`src/rtl/pci_sts_pkg.sv`:
```
package pci_sts_pkg;

    localparam int REG_W   = 16;
    localparam int BYTE_W  = 8;
    localparam int BE_W    = REG_W / BYTE_W;
    localparam int NFLAG   = 5;

    // flag slots: 0 parity, 1 system error, 2 master abort, 3 target abort, 4 read data parity
    localparam int FLAG_POS [NFLAG] = '{15, 14, 13, 12, 8};

    localparam int          DEVT_LO    = 9;
    localparam logic [15:0] FIXED_ONES = 16'h0090;

    typedef enum logic {
        HS_RUN  = 1'b0,
        HS_HALT = 1'b1
    } halt_st_e;

endpackage

```
`src/rtl/sts_flag.sv`:
```
module sts_flag (
    input  logic clk,
    input  logic rst_n,
    input  logic set_i,
    input  logic clr_i,
    output logic q_o
);

    always_ff @(posedge clk) begin
        if (!rst_n)
            q_o <= 1'b0;
        else if (set_i)
            q_o <= 1'b1;
        else if (clr_i)
            q_o <= 1'b0;
    end

endmodule

```
`src/rtl/sts_wr_decode.sv`:
```
module sts_wr_decode
    import pci_sts_pkg::*;
(
    input  logic              wr_en,
    input  logic [BE_W-1:0]   wr_be,
    input  logic [REG_W-1:0]  wr_data,
    output logic [NFLAG-1:0]  clr_o
);

    for (genvar i = 0; i < NFLAG; i++) begin : g_clr
        localparam int POS  = FLAG_POS[i];
        localparam int LANE = POS / BYTE_W;
        assign clr_o[i] = wr_en & wr_be[LANE] & wr_data[POS];
    end

    logic unused_wr;
    assign unused_wr = ^{wr_data, wr_be};

endmodule

```
`src/rtl/sts_halt_fsm.sv`:
```
module sts_halt_fsm
    import pci_sts_pkg::*;
(
    input  logic clk,
    input  logic rst_n,
    input  logic abort_i,
    input  logic clr_i,
    output logic halt_o
);

    halt_st_e st_q, st_d;

    always_ff @(posedge clk) begin
        if (!rst_n)
            st_q <= HS_RUN;
        else
            st_q <= st_d;
    end

    always_comb begin
        st_d = st_q;
        unique case (st_q)
            HS_RUN:  if (abort_i) st_d = HS_HALT;
            HS_HALT: if (clr_i && !abort_i) st_d = HS_RUN;
            default: st_d = HS_RUN;
        endcase
    end

    always_comb begin
        halt_o = 1'b0;
        unique case (st_q)
            HS_RUN:  halt_o = 1'b0;
            HS_HALT: halt_o = 1'b1;
            default: halt_o = 1'b0;
        endcase
    end

endmodule

```
`src/rtl/pci_sts_reg.sv`:
```
module pci_sts_reg
    import pci_sts_pkg::*;
#(
    parameter logic [1:0] DEVT_CODE = 2'b01
) (
    input  logic              clk,
    input  logic              rst_n,
    input  logic              ev_parity,
    input  logic              ev_sig_serr,
    input  logic              ev_mabort,
    input  logic              ev_tabort,
    input  logic              ev_rd_dpe,
    input  logic              cmd_serr_en,
    input  logic              cmd_perr_resp,
    input  logic              irq_raw,
    input  logic              halt_clr,
    input  logic              wr_en,
    input  logic [BE_W-1:0]   wr_be,
    input  logic [REG_W-1:0]  wr_data,
    output logic [REG_W-1:0]  rd_data,
    output logic              dma_halt,
    output logic              serr_req
);

    logic             abort_any;
    logic [NFLAG-1:0] set_v;
    logic [NFLAG-1:0] clr_v;
    logic [NFLAG-1:0] flag_q;

    assign abort_any = ev_mabort | ev_tabort;
    assign serr_req  = cmd_serr_en & (ev_sig_serr | abort_any);

    assign set_v[0] = ev_parity;
    assign set_v[1] = serr_req;
    assign set_v[2] = ev_mabort;
    assign set_v[3] = ev_tabort;
    assign set_v[4] = ev_rd_dpe & cmd_perr_resp;

    sts_wr_decode u_dec (
        .wr_en   (wr_en),
        .wr_be   (wr_be),
        .wr_data (wr_data),
        .clr_o   (clr_v)
    );

    for (genvar i = 0; i < NFLAG; i++) begin : g_flag
        sts_flag u_flag (
            .clk   (clk),
            .rst_n (rst_n),
            .set_i (set_v[i]),
            .clr_i (clr_v[i]),
            .q_o   (flag_q[i])
        );
    end

    sts_halt_fsm u_halt (
        .clk     (clk),
        .rst_n   (rst_n),
        .abort_i (abort_any),
        .clr_i   (halt_clr),
        .halt_o  (dma_halt)
    );

    always_comb begin
        rd_data = FIXED_ONES;
        rd_data[DEVT_LO +: 2] = DEVT_CODE;
        rd_data[3] = irq_raw;
        for (int i = 0; i < NFLAG; i++)
            rd_data[FLAG_POS[i]] = flag_q[i];
    end

endmodule

```
`config.mk`:
```
export PLATFORM = sky130hd
export DESIGN_NAME = pci_sts_reg
export DESIGN_NICKNAME = d
export VERILOG_FILES = /design/src/rtl/pci_sts_pkg.sv /design/src/rtl/sts_flag.sv /design/src/rtl/sts_wr_decode.sv /design/src/rtl/sts_halt_fsm.sv /design/src/rtl/pci_sts_reg.sv
export SDC_FILE = /design/constraint.sdc
export NUM_CORES = 1
export LEC_CHECK = 0
export ABC_AREA = 1
export BUFFER_PORTS_ARGS = -buffer_cell sky130_fd_sc_hd__buf_2
export CAP_MARGIN = 20
export CORE_AREA = 3 3 40 42
export CTS_BUF_LIST = sky130_fd_sc_hd__clkbuf_4 sky130_fd_sc_hd__clkbuf_8
export CTS_CLUSTER_DIAMETER = 50
export CTS_CLUSTER_SIZE = 40
export DETAILED_ROUTE_END_ITERATION = 6
export DIE_AREA = 0 0 43 45
export MAX_ROUTING_LAYER = met4
export PLACE_DENSITY = 0.76
export SYNTH_ARGS = -nofsm -noshare
export SYNTH_HDL_FRONTEND = slang
export SYNTH_SLANG_ARGS = --single-unit
```
`constraint.sdc`:
```
create_clock -name clk -period 1.2 [get_ports clk]
set_input_delay 0.3 -clock clk [delete_from_list [all_inputs] [get_ports clk]]
set_output_delay 0.3 -clock clk [all_outputs]
set_load 0.01 [all_outputs]
```
==> Word-level counts from Yosys, hierarchy flattened <==
Cells that the tools add are included.
{ "word_totals": {"regBits": 6, "latch_bits": 0, "mem_bits_rw": 0, "mem_bits_ro": 0, "output_inout_bits": 18, "wordCells": 38, "mem_count": 0} }
{ "op_classes": {"n_addsub": 0, "n_mul": 0, "div": 0, "n_lt_le_gt_ge": 0, "eq_ne": 0, "shifts": 0, "mux": 14, "bitwise": 11, "n_reduce_logical": 7} }
{ "ops": {"columns": ["op", "n"], "rows": [
  ["$mux W1", 12],
  ["$reduce_bool A2 Y1", 5],
  ["$and A1 B1 Y1", 8],
  ["$pmux W1 S2", 2],
  ["$or A1 B1 Y1", 2],
  ["$logic_and A1 B1 Y1", 1],
  ["$logic_not A1 Y1", 1],
  ["$not A1 Y1", 1]
]} }

==> Longest topological paths before layout <==
Gate-level depths: netlist (run 1).
{ "logic_depth": {"ltp_word": 5, "ltp_mapped": 4} }

==> Modules after synthesis <==
From an unflattened synthesis (run 1), not the netlist that was laid out.
{ "unflattened": {"hier_cells": 67, "hier_area_um2": 430.4} }
{ "by_module_without_submodules": {"columns": ["module", "n_inst", "cells_each", "area_each_um2"], "rows": [
  ["sts_flag", 5, 6, 43.8],
  ["pci_sts_reg", 1, 20, 123.9],
  ["sts_halt_fsm", 1, 6, 43.8],
  ["sts_wr_decode", 1, 11, 43.8]
]} }

==> Worst setup path after synthesis (run 1) <==
OpenSTA, ideal clock, no wires.
{ "synth_timing": {"path_kind": "input to output", "start": "input ev_tabort", "end": "output serr_req", "arrival_time_ps": 592, "slack_ps": 308, "stages": 4, "path_buffers": 0, "path_cell_list": "nor2_1 > nand2_1 > nand2_1 > inv_1"} }
{ "synth_between": {"elab_chain_len": 3} }
{ "synth_rtl": {"columns": ["element", "line", "rtl"], "rows": [
  ["start, declared", "pci_sts_reg.sv:11", "input logic ev_tabort,"],
  ["$or A1 B1 Y1", "pci_sts_reg.sv:30", "assign abort_any = ev_mabort | ev_tabort;"],
  ["$or A1 B1 Y1", "pci_sts_reg.sv:31", "assign serr_req = cmd_serr_en & (ev_sig_serr | abort_any);"],
  ["$and A1 B1 Y1", "pci_sts_reg.sv:31", null],
  ["end, declared", "pci_sts_reg.sv:22", "output logic serr_req"]
]} }
Every way passes these cells.

==> Worst setup path in the final report (run 1) <==
Same ends and word-level chain as after synthesis.

==> reports/qor.txt, run 1 <==
Post-CTS Setup Inserts: 0
leak pwr: 0.2484 nW
Avg Vias per Cell: 3.829
Critical Path RT: 900 ps
Hold Path Sink: g_flag[0].u_flag.q_o
Die Span X: 43 um
H-tree level count: 1
gpl congestion: 0.6701
Sequential Area: 120.1 um^2
share of the synthesized area in the top cell type: 0.3380
Area contributors post-synth: dfxtp_1, buf_4, a21oi_1, nand3_1, nand2_1
Post-Syn Area per Cell: 7.252 um^2
mapped cell area: 355.3 um^2
commonest non-fill, non-tap cell in the layout: buf_2
Final setup viols: 0
cell accounting for the most synthesized area: dfxtp_1
floorplan row count: 13
Max Slew Vio Count: 0
Worst Setup Path Type: primary input to primary output
post-route design area: 429.2 um^2
input/output buffers: 23
Die ar.: 1935 um^2
final setup TNS: 0 ps
die height: 45 um
Worst R2R Start: g_flag[2].u_flag.q_o
placed cell areas: 399.1 um^2
crit end category: primary output
maxcap violations: 0
Final Core Density: 0.3340
clock sink total: 6
worst reg2reg setup slack: 590 ps
Residual DRC: 0
CP cell instances: buf_2 -> nor2_4 -> nand2_1 -> nand2_1 -> inv_1 -> buf_2
Critical Path Source: ev_tabort
total CTS buffers: 3
crit path time final: 1124 ps
first-pass GRT wire length: 1000 um
Ys Warns: 0
gr usage total: 0.07811
Synth Area in Simple Gates: 0.1761
DR iter-0 viols: 2
crit path DAT: 820 ps
synthesized flop and latch total: 6
max incr delay on CP: 130 ps
R2R cell count: 2
achievable frequency: 889.8 MHz
layout cells sized above 1: 0.4030
mux contribution to synthesized area: 0
Max Clock Skew: 0 ps
RSZ-0062 raised after global routing: false
Netlist cell types: 8
worst skew pair latency: 240 ps
initial antenna violation count: 0
wire per inst: 8.646 um
xor-xnor portion of the synthesized cell area: 0
clk root buf: clkbuf_4
Ports: 48
Final ANT Viol Nets: 0
Syn-to-layout area delta: 20.77%
most frequent cells in the layout: buf_2, conb_1, nand2_1, a21oi_1, dfxtp_1
Post-Synthesis Cells: 49
CTS tree: built
beginning of the worst hold path: ev_parity
reg-to-reg endpoint: g_flag[2].u_flag.q_o
area of the multi-input gates: 137.6 um^2
largest net degree at the start of global routing: 7
ANT cells: 0
post-synthesis compound-gate area fraction: 0.08451
number of fillers in the final layout: 145
vias in the first global route: 253
CP Launch Type: primary input
maximum net fanout on the critical path: 2
grt total ovfl: 0
Max VDD drop: 340.0 uV
drt pass-1 iters: 2
Worst path slowest cell: buf_2
Clock Pin Slew Worst Setup and Hold Paths: 50 ps
core area: 1285 um^2
Fin. Hold Viols: 0
nets: 99
overall routed net length: 709 um
status: finished clean
Initial Util: 0.2765
main combinational cell family by area after synthesis: buffers and inverters
Clock Path Buffers: 2
pwr dens: 1183 nW/um^2
Hold WC Path Type: primary input to flop
worst hold stages: 3
HPWL Detailed: 587.6 um
period utilisation layout: 0.9365
via count: 314
register area share after synthesis: 0.3380
area share of fa/ha/maj cells after synthesis: 0
## logic make-up (layout without fill, tap and decap cells)
logic type             Yosys count  count (layout)
DFF                              6               6
buffers and inverters           20              30
AOI/OAI and AO/OA                6               6
and+or+nand+nor                 15              15
other                            2              10
## critical path, delay by kind of cell
kind          cells  cell delay [ps]
buf+inv           3              290
simple gates      3              240
## routing by layer
metal,track usage,vias up,share of wire
met4,0.07229,0,0
met1,0.08696,129,0.37
met2,0.1078,22,0.44
met3,0.02789,0,0.18
met5,-,-,0
li1,-,163,-
## final cells by class
class | count | share of cell area
Inverter | 4 | 0.03499
Tap cell | 15 | 0.04373
Multi-Input combinational cell | 31 | 0.3207
Timing Repair Buffer | 23 | 0.2682
Clock buffer | 3 | 0.05248
Sequential cell | 6 | 0.2799
## repair_timing
action                     in CTS  in global routing
setup endpoints to repair       0                  1
resized for setup               0                  2
hold buffers                    0                  0
## metrics by stage
stage / hold WS, ps / cells / power, mW / worst slack [ps]
2_1_floorplan: 417.4 / 57 / 0.3136 / 307.9
5_1_grt: 292.1 / 82 / 0.5473 / 15.15
4_1_cts: 257.2 / 82 / 0.5200 / 32.60
3_3_place_gp: 444.1 / 79 / 0.3176 / 42.28
3_5_place_dp: 455.4 / 79 / 0.3190 / 35.47
6_report: 263.3 / 82 / 0.5077 / 76.16
## worst max-delay path by stage
| stage | end | slack (ps) | depth (start not counted) |
|---|---|---|---|
| after floorplan | serr_req | 310 | 4 |
| after global placement | serr_req | 40 | 6 |
| after detailed placement | serr_req | 40 | 6 |
| after CTS | serr_req | 30 | 6 |
| after global routing | serr_req | 20 | 6 |
| final | serr_req | 80 | 6 |
## synthesized netlist by cell type
library cell	count
dfxtp_1	6
nor2_1	4
inv_1	4
buf_4	16
conb_1	2
nand2_1	6
nand3_1	5
a21oi_1	6
## flip-flops by register name, summed over array words and instances, names as in the netlist
name	cells
g_flag.u_flag.q_o	5
u_halt.st_q	1
## report_power, final
group	switching (mW)	leakage [nW]	internal, mW
clock	0.0769	0.0138	0.113
combinational	0.0555	0.184	0.0417
sequential	0.00579	0.0502	0.214
No activity file was read; power rests on OpenSTA's default activity.
==> run 2: changes to the inputs <==
--- a/config.mk
+++ b/config.mk
@@ -8,14 +8,16 @@
 export ABC_AREA = 1
 export BUFFER_PORTS_ARGS = -buffer_cell sky130_fd_sc_hd__buf_2
 export CAP_MARGIN = 20
-export CORE_AREA = 3 3 40 42
+export CELL_PAD_IN_SITES_DETAIL_PLACEMENT = 2
+export CELL_PAD_IN_SITES_GLOBAL_PLACEMENT = 2
+export CORE_MARGIN = 3
+export CORE_UTILIZATION = 14
 export CTS_BUF_LIST = sky130_fd_sc_hd__clkbuf_4 sky130_fd_sc_hd__clkbuf_8
 export CTS_CLUSTER_DIAMETER = 50
 export CTS_CLUSTER_SIZE = 40
 export DETAILED_ROUTE_END_ITERATION = 6
-export DIE_AREA = 0 0 43 45
 export MAX_ROUTING_LAYER = met4
-export PLACE_DENSITY = 0.76
+export PLACE_DENSITY = 0.9
 export SYNTH_ARGS = -nofsm -noshare
 export SYNTH_HDL_FRONTEND = slang
 export SYNTH_SLANG_ARGS = --single-unit
==> run 2 against run 1 <==
Fmax fell by 1.0%. Combinational power rose by 6%. Die area rose by 64%. Utilization shrank 14 points. Clock skew is the same. Clock power rose by 3%. Cell area up 4.4%. Clock-buffer cell count unchanged. Largest cell class unchanged.
==> reports/qor.txt, run 2 (synthesis results as in run 1) <==
Regs by FF count: g_flag.u_flag.q_o x5, u_halt.st_q x1 (unchanged)
nets: 99 (unchanged)
Max Slew Vio Count: 0 (unchanged)
total CTS buffers: 3 (unchanged)
largest net degree at the start of global routing: 7 (unchanged)
first-pass GRT wire length: 1587 um (was 1000 um)
commonest non-fill, non-tap cell in the layout: buf_2 (unchanged)
CTS tree: built (unchanged)
maxcap violations: 0 (unchanged)
crit path DAT: 840 ps (was 820 ps)
leak pwr: 0.2485 nW (was 0.2484 nW)
layout cells sized above 1: 0.4179 (was 0.4030)
Max Clock Skew: 0 ps (unchanged)
pwr dens: 1161 nW/um^2 (was 1183 nW/um^2)
HPWL Detailed: 911.1 um (was 587.6 um)
maximum net fanout on the critical path: 2 (unchanged)
Final setup viols: 0 (unchanged)
grt total ovfl: 0 (unchanged)
Max VDD drop: 219.9 uV (was 340.0 uV)
gpl congestion: 0.7038 (was 0.6701)
placed cell areas: 415.4 um^2 (was 399.1 um^2)
worst skew pair latency: 250 ps (was 240 ps)
floorplan row count: 17 (was 13)
Post-Place Cells: 92 (was 79)
post-route design area: 447.9 um^2 (was 429.2 um^2)
die height: 56.38 um (was 45 um)
Fin. Hold Viols: 0 (unchanged)
status: finished clean (unchanged)
Worst Setup Path Type: primary input to primary output (unchanged)
Post-Layout Cell Count: 95 (was 82)
worst reg2reg setup slack: 510 ps (was 590 ps)
worst hold stages: 3 (unchanged)
Hold WC Path Type: primary input to flop (unchanged)
crit path time final: 1135 ps (was 1124 ps)
Die Span X: 56.38 um (was 43 um)
drt pass-1 iters: 2 (unchanged)
Die ar.: 3179 um^2 (was 1935 um^2)
clock sink total: 6 (unchanged)
Residual DRC: 0 (unchanged)
most frequent cells in the layout: buf_2, conb_1, a21oi_1, dfxtp_1 (was buf_2, conb_1, nand2_1, a21oi_1, dfxtp_1)
Post-CTS Setup Inserts: 0 (unchanged)
H-tree level count: 1 (unchanged)
crit end category: primary output (unchanged)
clk root buf: clkbuf_4 (unchanged)
Critical Path RT: 900 ps (about the same)
Syn-to-layout area delta: 26.06% (was 20.77%)
max reg flops: 5 (unchanged)
hold_buf cts: 0 (unchanged)
RSZ-0062 raised after global routing: false (unchanged)
period utilisation layout: 0.9462 (was 0.9365)
DR iter-0 viols: 8 (was 2)
core area: 2318 um^2 (was 1285 um^2)
Clock Pin Slew Worst Setup and Hold Paths: 50 ps (about the same)
Final ANT Viol Nets: 0 (unchanged)
achievable frequency: 880.7 MHz (was 889.8 MHz)
Biggest register: g_flag.u_flag.q_o (unchanged)
Initial Util: 0.1533 (was 0.2765)
Ports: 48 (unchanged)
overall routed net length: 1116 um (was 709 um)
wire per inst: 11.75 um (was 8.646 um)
ANT cells: 0 (unchanged)
input/output buffers: 23 (unchanged)
R2R cell count: 2 (unchanged)
Clock Path Buffers: 2 (unchanged)
via count: 340 (was 314)
vias in the first global route: 350 (was 253)
CP Launch Type: primary input (unchanged)
gr usage total: 0.07438 (was 0.07811)
initial antenna violation count: 0 (unchanged)
Avg Vias per Cell: 3.579 (was 3.829)
[run 2: cell types whose count changed in the layout (fill, tap and decap cells not counted)]
cell     previous run  this run
nand2_1             6         5
nand2_2             0         1
[run 2: worst paths after layout]
| kind | to | startpoint |
|---|---|---|
| worst max-delay path | serr_req | ev_tabort |
| worst min-delay path | g_flag[0].u_flag.q_o | ev_parity |
| worst max register to register | g_flag[2].u_flag.q_o | g_flag[2].u_flag.q_o |
| worst min register to register | u_halt.st_q | u_halt.st_q |
[run 2: what timing repair did]
action	4_1_cts	5_1_grt
gates cloned	0	0
endpoints found under the setup margin	1	1
gates resized for setup	1	2
[run 2: layout make-up]
type                            instances  area [um^2]
Clock buffer                            3        22.52
Fill cell                             291         1871
Inverter                                4        15.01
Multi-Input combinational cell         31        140.1
Sequential cell                         6        120.1
Tap cell                               28        35.03
Timing Repair Buffer                   23        115.1
[run 2: per-layer routing]
metal,vias to the layer above,wire (um),GRT usage
met1,152,321,0.05495
met2,23,625,0.1319
met5,-,0,-
li1,162,-,-
met4,0,29,0.06102
met3,3,140,0.03678
[run 2: where the power goes]
group	internal, mW	switching (mW)	leakage (nW)
clock network	0.114	0.0820	0.0138
registers	0.215	0.00692	0.0502
logic	0.0422	0.0604	0.184
total	0.370	0.149	0.248
[run 2: worst max-delay path: stages]
cell and delay, ps:
buf_2 130, nor2_4 110, nand2_1 70, nand2_2 70, inv_1 40, buf_2 130
[run 2: through the flow]
step / worst slack (ps) / power (mW) / util / setup TNS (ps) / hold slack (ps)
6_report: 64.56 / 0.5198 / 0.1932 / 0 / 263.9
5_1_grt: 10.26 / 0.5633 / 0.1932 / 0 / 262.1
4_1_cts: 8.420 / 0.5369 / 0.1900 / 0 / 261.3
3_5_place_dp: -23.70 / 0.3252 / 0.1792 / -23.70 / 455.3
3_3_place_gp: -4.236 / 0.3198 / 0.1792 / -4.236 / 444.6
2_1_floorplan: 307.9 / 0.3136 / - / 0 / 417.4
